**config.mk**
```make
export PLATFORM = sky130hd
export DESIGN_NAME = bcd_stopwatch_counter
export DESIGN_NICKNAME = d
export VERILOG_FILES = /design/src/rtl/swc_pkg.sv /design/src/rtl/swc_ctrl.sv /design/src/rtl/swc_datapath.sv /design/src/rtl/bcd_stopwatch_counter.sv
export SDC_FILE = /design/constraint.sdc
export NUM_CORES = 1
export LEC_CHECK = 0
export BUFFER_PORTS_ARGS = -buffer_cell sky130_fd_sc_hd__buf_2
export CORE_MARGIN = 4
export CORE_UTILIZATION = 55
export CTS_BUF_LIST = sky130_fd_sc_hd__clkbuf_4 sky130_fd_sc_hd__clkbuf_8
export CTS_CLUSTER_DIAMETER = 50
export DETAILED_ROUTE_END_ITERATION = 10
export PLACE_DENSITY = 0.75
export SLEW_MARGIN = 30
export SYNTH_ARGS = -nofsm -noshare
export SYNTH_HDL_FRONTEND = slang
export SYNTH_SLANG_ARGS = --single-unit
```
**constraint.sdc**
```tcl
create_clock -name clk -period 6.3 [get_ports clk]
set_input_delay 0.315 -clock clk [delete_from_list [all_inputs] [get_ports clk]]
set_output_delay 0.315 -clock clk [all_outputs]
set_load 0.02 [all_outputs]
```
**src/rtl/swc_pkg.sv**
```systemverilog
package swc_pkg;

  // One-cycle strobes from the control half to the digit datapath.
  // At most one is high in any cycle.
  typedef struct packed {
    logic clearAll;
    logic addMilli;
    logic stepUp;
    logic stepDown;
  } swc_strobe_t;

endpackage

```
**src/rtl/swc_ctrl.sv**
```systemverilog
module swc_ctrl
  import swc_pkg::*;
#(
  parameter int TICK_CYCLES = 50
) (
  input  logic        clk,
  input  logic        rstN,
  input  logic        clearReq,
  input  logic        runEn,
  input  logic        countDown,
  input  logic        addMs,
  output swc_strobe_t strobes
);

  localparam int PW = (TICK_CYCLES > 1) ? $clog2(TICK_CYCLES) : 1;
  localparam logic [PW-1:0] LAST = PW'(TICK_CYCLES - 1);

  logic [PW-1:0] preCnt;
  logic          atEnd;
  logic          tickPulse;

  assign atEnd     = (preCnt == LAST);
  assign tickPulse = runEn & atEnd;

  // Prescaler restarts on clear or pause, so no partial period survives.
  always_ff @(posedge clk or negedge rstN) begin
    if (!rstN)                  preCnt <= '0;
    else if (clearReq || !runEn) preCnt <= '0;
    else if (atEnd)             preCnt <= '0;
    else                        preCnt <= preCnt + 1'b1;
  end

  // Priority: clear, then add, then step.
  always_comb begin
    strobes.clearAll = clearReq;
    strobes.addMilli = addMs & ~clearReq;
    strobes.stepUp   = tickPulse & ~clearReq & ~addMs & ~countDown;
    strobes.stepDown = tickPulse & ~clearReq & ~addMs & countDown;
  end

  // never more than one strobe at a time
  p_one_strobe_r9: assert property (@(posedge clk) disable iff (!rstN)
    $onehot0(strobes));

  // steps are spaced apart when the period exceeds one cycle
  p_tick_spacing_r2: assert property (@(posedge clk) disable iff (!rstN)
    ((TICK_CYCLES > 1) && (strobes.stepUp || strobes.stepDown))
      |=> !(strobes.stepUp || strobes.stepDown));

  // the cycle after a pause can never step
  p_pause_restart_r7: assert property (@(posedge clk) disable iff (!rstN)
    ((TICK_CYCLES > 1) && !runEn) |=> !(strobes.stepUp || strobes.stepDown));

endmodule

```
**src/rtl/swc_datapath.sv**
```systemverilog
module swc_datapath
  import swc_pkg::*;
#(
  parameter int NUM_DIGITS = 6,
  parameter int MS_DIGIT   = 3
) (
  input  logic                    clk,
  input  logic                    rstN,
  input  swc_strobe_t             strobes,
  output logic [NUM_DIGITS*4-1:0] valueOut,
  output logic                    zeroFlag
);

  localparam logic [NUM_DIGITS*4-1:0] ALL_NINES = {NUM_DIGITS{4'h9}};

  logic [NUM_DIGITS-1:0][3:0] digitQ;
  logic [NUM_DIGITS-1:0]      carryIn;
  logic [NUM_DIGITS-1:0]      borrowIn;

  assign valueOut = digitQ;
  assign zeroFlag = (digitQ == '0);

  for (genvar g = 0; g < NUM_DIGITS; g++) begin : g_digit
    localparam bit IS_MS = (g == MS_DIGIT);

    if (g == 0) begin : g_first
      assign carryIn[g]  = strobes.stepUp | (IS_MS & strobes.addMilli);
      assign borrowIn[g] = strobes.stepDown & ~zeroFlag;
    end else begin : g_chain
      assign carryIn[g]  = (carryIn[g-1] & (digitQ[g-1] == 4'd9))
                         | (IS_MS & strobes.addMilli);
      assign borrowIn[g] = borrowIn[g-1] & (digitQ[g-1] == 4'd0);
    end

    always_ff @(posedge clk or negedge rstN) begin
      if (!rstN)                 digitQ[g] <= 4'd0;
      else if (strobes.clearAll) digitQ[g] <= 4'd0;
      else if (carryIn[g])       digitQ[g] <= (digitQ[g] == 4'd9) ? 4'd0 : digitQ[g] + 4'd1;
      else if (borrowIn[g])      digitQ[g] <= (digitQ[g] == 4'd0) ? 4'd9 : digitQ[g] - 4'd1;
    end

    // each stage stays a legal decimal digit
    p_digit_bcd_r1: assert property (@(posedge clk) disable iff (!rstN)
      digitQ[g] <= 4'd9);
  end

  if (MS_DIGIT > 0) begin : g_low_keep
    // an add leaves the sub-millisecond digits alone
    p_add_low_keep_r6: assert property (@(posedge clk) disable iff (!rstN)
      strobes.addMilli |=> $stable(valueOut[MS_DIGIT*4-1:0]));
  end

  // clear empties the value
  p_clear_zero_r8: assert property (@(posedge clk) disable iff (!rstN)
    strobes.clearAll |=> (valueOut == '0));

  // counting down saturates at zero
  p_down_floor_r4: assert property (@(posedge clk) disable iff (!rstN)
    (zeroFlag && strobes.stepDown) |=> zeroFlag);

  // the top value wraps to zero on an up step
  p_up_wrap_r3: assert property (@(posedge clk) disable iff (!rstN)
    (strobes.stepUp && valueOut == ALL_NINES) |=> zeroFlag);

  // with no strobe the value holds
  p_idle_hold_r7: assert property (@(posedge clk) disable iff (!rstN)
    (strobes == '0) |=> $stable(valueOut));

endmodule

```
**src/rtl/bcd_stopwatch_counter.sv**
```systemverilog
module bcd_stopwatch_counter
  import swc_pkg::*;
#(
  parameter int TICK_CYCLES = 50,
  parameter int NUM_DIGITS  = 6,
  parameter int MS_DIGIT    = 3
) (
  input  logic                    clk,
  input  logic                    rstN,
  input  logic                    clearReq,
  input  logic                    runEn,
  input  logic                    countDown,
  input  logic                    addMs,
  output logic [NUM_DIGITS*4-1:0] digitsOut,
  output logic                    isZero
);

  swc_strobe_t strobes;

  swc_ctrl #(.TICK_CYCLES(TICK_CYCLES)) u_ctrl (
    .clk       (clk),
    .rstN      (rstN),
    .clearReq  (clearReq),
    .runEn     (runEn),
    .countDown (countDown),
    .addMs     (addMs),
    .strobes   (strobes)
  );

  swc_datapath #(.NUM_DIGITS(NUM_DIGITS), .MS_DIGIT(MS_DIGIT)) u_data (
    .clk      (clk),
    .rstN     (rstN),
    .strobes  (strobes),
    .valueOut (digitsOut),
    .zeroFlag (isZero)
  );

endmodule

```
# ---- Word-level counts from Yosys, hierarchy flattened
# Cells that the tools add are included.
dict set report totals {
  register_bits 30
  input_bits 6
  out_inout_bits 25
  wordCells 96
}
dict set report op_classes {
  reduce_logical 15
  muxes 32
  bitwise 22
  addsub 13
  n_eq_ne 7
}
# operator count
set ops {}
lappend ops {{4-bit two-way mux} 30}
lappend ops {{4-bit by 1-bit adder with 4-bit output, second input constant} 6}
lappend ops {{4-bit == test, second input constant} 6}
lappend ops {{24-bit logical NOT} 1}
lappend ops {{4-bit logical NOT} 6}
lappend ops {{4-bit by 1-bit subtractor with 4-bit output, second input constant} 6}
lappend ops {{3-bit nonzero test} 6}
lappend ops {{1-bit AND} 17}
lappend ops {{6-bit two-way mux} 2}
lappend ops {{6-bit by 1-bit adder with 6-bit output, second input constant} 1}
lappend ops {{6-bit == test, second input constant} 1}
lappend ops {{1-bit inverter} 4}
lappend ops {{1-bit logical NOT} 1}
lappend ops {{1-bit logical OR} 1}
lappend ops {{1-bit OR} 1}

# ---- Depth between registers and ports, before layout
dict set report logic_depth {
  word_depth 14
  ltp_mapped 9
  depth_no_buf 7
}

# ---- Modules after synthesis
# From an unflattened synthesis, not the netlist that was laid out.
dict set report hier_totals {
  cells_unflattened 307
  hier_area_um2 2625.0
}
# mod n_inst area_each_um2 cells_per_inst seq_area_each_um2
set by_module_without_submodules {}
lappend by_module_without_submodules {swc_datapath 1 2307.2 275 600.6}
lappend by_module_without_submodules {swc_ctrl 1 317.8 32 150.1}

# ---- Worst setup path before layout
# OpenSTA, ideal clock, no wires.
dict set report synth_path {
  path_kind {register to register}
  from {register u_data.digitQ, in the netlist u_data.valueOut[20]}
  to {register u_data.digitQ, in the netlist u_data.valueOut[17]}
  stages_incl_launch_ff 8
  slack_ps 3937
  path_buffers 1
  setup_ps 126
  period_less_slack_ps 2363
  arrival_time_ps 2237
  required_ps 6174
  path_cell_list {dfrtp_1 -> buf_4 -> or4_4 -> nor3b_4 -> nor4_2 -> a221oi_4 -> a31oi_2 -> a221o_1}
}
dict set report synth_via {
  elab_chain_cells 8
}
# element line_no
set synth_rtl {}
lappend synth_rtl {{from (decl)} swc_datapath.sv:16} ;# logic [NUM_DIGITS-1:0][3:0] digitQ;
lappend synth_rtl {{from (signal, indexed assignment)} swc_datapath.sv:38} ;# else if (carryIn[g]) digitQ[g] <= (digitQ[g] == 4'd9) ? 4'd0 : digitQ[g] + 4'd1;
lappend synth_rtl {{from (signal, indexed assignment)} swc_datapath.sv:39} ;# else if (borrowIn[g]) digitQ[g] <= (digitQ[g] == 4'd0) ? 4'd9 : digitQ[g] - 4'd1;
lappend synth_rtl {{24-bit logical NOT} swc_datapath.sv:21} ;# assign zeroFlag = (digitQ == '0);
lappend synth_rtl {{1-bit inverter} swc_datapath.sv:28} ;# assign borrowIn[g] = strobes.stepDown & ~zeroFlag;
lappend synth_rtl {{1-bit AND} swc_datapath.sv:28}
lappend synth_rtl {{1-bit AND (4 in series)} swc_datapath.sv:32} ;# assign borrowIn[g] = borrowIn[g-1] & (digitQ[g-1] == 4'd0);
lappend synth_rtl {{3-bit nonzero test (no source line)} --}
# Every way passes these cells.
# A chain may end at the register's enable or synchronous reset.

# ---- Worst setup path after layout
dict set report layout_path {
  from {register u_ctrl.preCnt[3]}
  to {register u_data.digitQ, in the netlist u_data.valueOut[17]}
}
dict set report layout_via {
  elab_chain_cells 12
  word_cells_on_any_way 19
  classes_between {eq/ne: 1; mux: 2; bitwise: 15; reduce/logical: 1}
}
# element line_no
set layout_rtl {}
lappend layout_rtl {{from (decl)} swc_ctrl.sv:18} ;# logic [PW-1:0] preCnt;
lappend layout_rtl {{from (signal assigned)} swc_ctrl.sv:30} ;# else preCnt <= preCnt + 1'b1;
lappend layout_rtl {{6-bit == test *} swc_ctrl.sv:22} ;# assign atEnd = (preCnt == LAST);
lappend layout_rtl {{1-bit AND *} swc_ctrl.sv:23} ;# assign tickPulse = runEn & atEnd;
lappend layout_rtl {{1-bit AND * (2 in series)} {swc_ctrl.sv:37, swc_ctrl.sv:38}}
lappend layout_rtl {{1-bit AND} swc_ctrl.sv:37} ;# strobes.stepUp = tickPulse & ~clearReq & ~addMs & ~countDown;
lappend layout_rtl {{1-bit AND (3 in series)} swc_datapath.sv:30} ;# assign carryIn[g] = (carryIn[g-1] & (digitQ[g-1] == 4'd9))
lappend layout_rtl {{1-bit OR} swc_datapath.sv:31} ;# | (IS_MS & strobes.addMilli);
lappend layout_rtl {{1-bit AND} swc_datapath.sv:30}
lappend layout_rtl {{4-bit two-way mux} swc_datapath.sv:38}
lappend layout_rtl {{4-bit two-way mux} swc_datapath.sv:37} ;# else if (strobes.clearAll) digitQ[g] <= 4'd0;
# Every way passes the cells marked *; elsewhere a longest branch is shown, timed or not.

==> key figures <==
Outcome
  – Run status: complete, no violations

Detailed routing
  – DRC violation total after the first TritonRoute iteration: 95
  – Post-route ant nets: 0
  – Via/cell ratio: 6.17
  – WL per Instance: 15.0 µm
  – Total Wirelength: 5590 µm
  – Drt pass-1 iters: 4
  – DRC: 0
  – Number of vias in the routed layout: 2301

Run
  – Max Cap Viol: 0

GRT
  – Vias in the first global route: 2007
  – Grt ovf: 0
  – Largest net degree at the start of global routing: 36
  – Initial antenna violation count: 0
  – First-pass GRT wire length: 9150 µm
  – Total GRT Usage: 20.5%

Clocking
  – # hold bufs at CTS: 0
  – H-tree Lvls: 2
  – Worst-Skew Late Latency: 0.28 ns
  – Post-CTS Setup Bufs: 0
  – CTS clock-pin slew for the worst setup and hold paths: 0.07 ns
  – Gates resized, CTS repair: 0
  – CTS tree: done
  – CTS Buffer Depth: 2
  – Root Driver: clkbuf_8
  – Clock Sinks: 30
  – TritonCTS Buffers: 5

Layout
  – Area Overhead vs Synth: 7.09%
  – Final #Nets: 329
  – Fraction of layout cells with a size suffix above 1: 18.1%
  – Final instance area: 2700 µm²
  – Filler cells: 402
  – ANT cells: 0
  – Final Non-Filler Cells: 373
  – Most frequent cells in the layout: 31 x nand2_1, 31 x nor2_1, 30 x buf_2, 30 x dfrtp_1, 20 x o21ai_0

Synthesis
  – Register area share after synthesis: 29.8%
  – Post-synth design cell area: 2520 µm²
  – Synth top area share: 29.8%
  – Synth Flop Type: dfrtp_1
  – Number of synthesized flops with an enable pin: 0
  – Largest area contributor in the netlist: dfrtp_1
  – #FFs+latches synth: 30
  – Yosys warnings: 0
  – Syn nets: 318
  – Mean Syn Cell Area: 8.14 µm²
  – Synth Instances: 310
  – Post-synth cell types: 65
  – Ys async rst share: 100%
  – Ranking of synthesized cells by area: dfrtp_1 30%, nand2_1 4.6%, nor2_1 4.6%, o21ai_0 4.0%, xnor2_1 3.5%

Floorplan
  – Die Footprint: 5730 µm²
  – Die Y: 75.7 µm
  – Num ports: 31
  – Core area: 4380 µm²
  – Die X: 75.7 µm
  – Cell row count: 24
  – Starting Density: 57.5%

Placement
  – Dpl cells: 366
  – Placed instance area: 2620 µm²
  – RePlAce Congestion: 0.835
  – I/O Buffers: 30
  – Dpl hpwl: 3800 µm

STA
  – Hold slack: 0.0685 ns
  – Worst-Margin Slew: 0.722 ns
  – Unrepaired setup endpoints after global routing: false
  – Final setup fails: 0
  – Clock Skews: 0.0101 ns
  – Max-Slew Margin vs Limit: 51.5%
  – Min Tclk post-route: 2.66 ns
  – Fmax: 375 MHz
  – Setup TNS: 0 ns
  – Slew Limit Fails: 0
  – Final Hold Vio Count: 0
  – Final Cycle Share: 42.3%

Pwr
  – Worst VDD drop: 0.000110 V
  – Leakage: 1.08 nW
  – Total power divided by cell area: 227 nW/µm²

Critical path
  – Crit path required time: 6.46 ns
  – Startpoint Class: flip-flop
  – Critical Path Fanout Max: 25
  – Critical Path AT: 2.82 ns
  – Setup CP Type: flip-flop to flip-flop
  – CP endpoint kind: flip-flop
  – FF-to-FF setup slack: 3.64 ns

Hold path
  – Worst Hold Class: primary input to async pin
[worst max-delay path: stages, from the launching register on]
cell,delay [ns]
dfrtp_1,0.41
and4bb_2,0.35
nand3_2,0.42
nor4_2,0.77
a221oi_4,0.19
a221o_1,0.39
[worst paths after layout]
check                                                 from                         endpoint  cells past startpoint
worst min register to register  u_ctrl.preCnt[0]$_DFF_PN0_       u_ctrl.preCnt[0]$_DFF_PN0_                      1
min in group clk                                     runEn       u_ctrl.preCnt[1]$_DFF_PN0_                      3
worst max register to register  u_ctrl.preCnt[3]$_DFF_PN0_  u_data.valueOut[17]$_DFFE_PN0P_                      5
max in group asynchronous                             rstN  u_data.valueOut[19]$_DFFE_PN0P_                      1
worst min-delay path                                  rstN       u_ctrl.preCnt[3]$_DFF_PN0_                      1
worst max-delay path            u_ctrl.preCnt[3]$_DFF_PN0_  u_data.valueOut[17]$_DFFE_PN0P_                      5
[flip-flops by register name, indices dropped and copies added (netlist names)]
register / count
u_ctrl.preCnt: 6
u_data.valueOut: 24
[metrics by stage]
step	utilization [%]	setup WS (ns)	power, mW
3_5_place_dp	59.8	3.42	0.470
4_1_cts	61.6	3.63	0.617
2_1_floorplan	-	3.94	0.417
5_1_grt	61.6	3.38	0.655
6_report	61.6	3.64	0.614
3_3_place_gp	59.8	3.51	0.464
[report_power, final]
group,total [mW],switching [mW],internal (mW)
clock network,0.147,0.0733,0.0740
registers,0.263,0.0521,0.211
logic,0.204,0.118,0.0858
[layer usage]
metal / global-route usage (%) / routed length (µm)
met5: 0 / 0
met4: 6.80 / 65
met3: 4.88 / 239
met2: 35.2 / 2750
met1: 25.2 / 2530
[cells by family after synthesis]
group / synth area share (%)
AND/OR/NAND/NOR: 31.7
AO/OA/AOI/OAI: 23.7
buffers and inverters: 5.90
flip-flops: 29.8
XOR/XNOR: 5.56
multiplexers: 2.43
adder cells (fa/ha/maj): 0.992
[area by class of cell]
class                   count  area, µm²  share of cell area [%]
clock buffers               5       68.8                    2.55
clock inverters             2       10.0                   0.371
inverters                   9       33.8                    1.25
multi-input cells         245       1620                    60.1
flip-flops and latches     30        751                    27.8
well taps                  52       65.1                    2.41
repair buffers             30        150                    5.56
[cells in the mapped netlist (all sizes together) (7+ instances only)]
| library cell | number |
|---|---|
| clkbuf | 19 |
| nand3 | 11 |
| nand2 | 31 |
| nor4 | 8 |
| nor3 | 14 |
| o21ai | 21 |
| buf | 7 |
| inv | 9 |
| nor2b | 7 |
| nor2 | 31 |
| a21oi | 12 |
| xnor2 | 10 |
| dfrtp | 30 |
(Power assumes the default switching activity.)
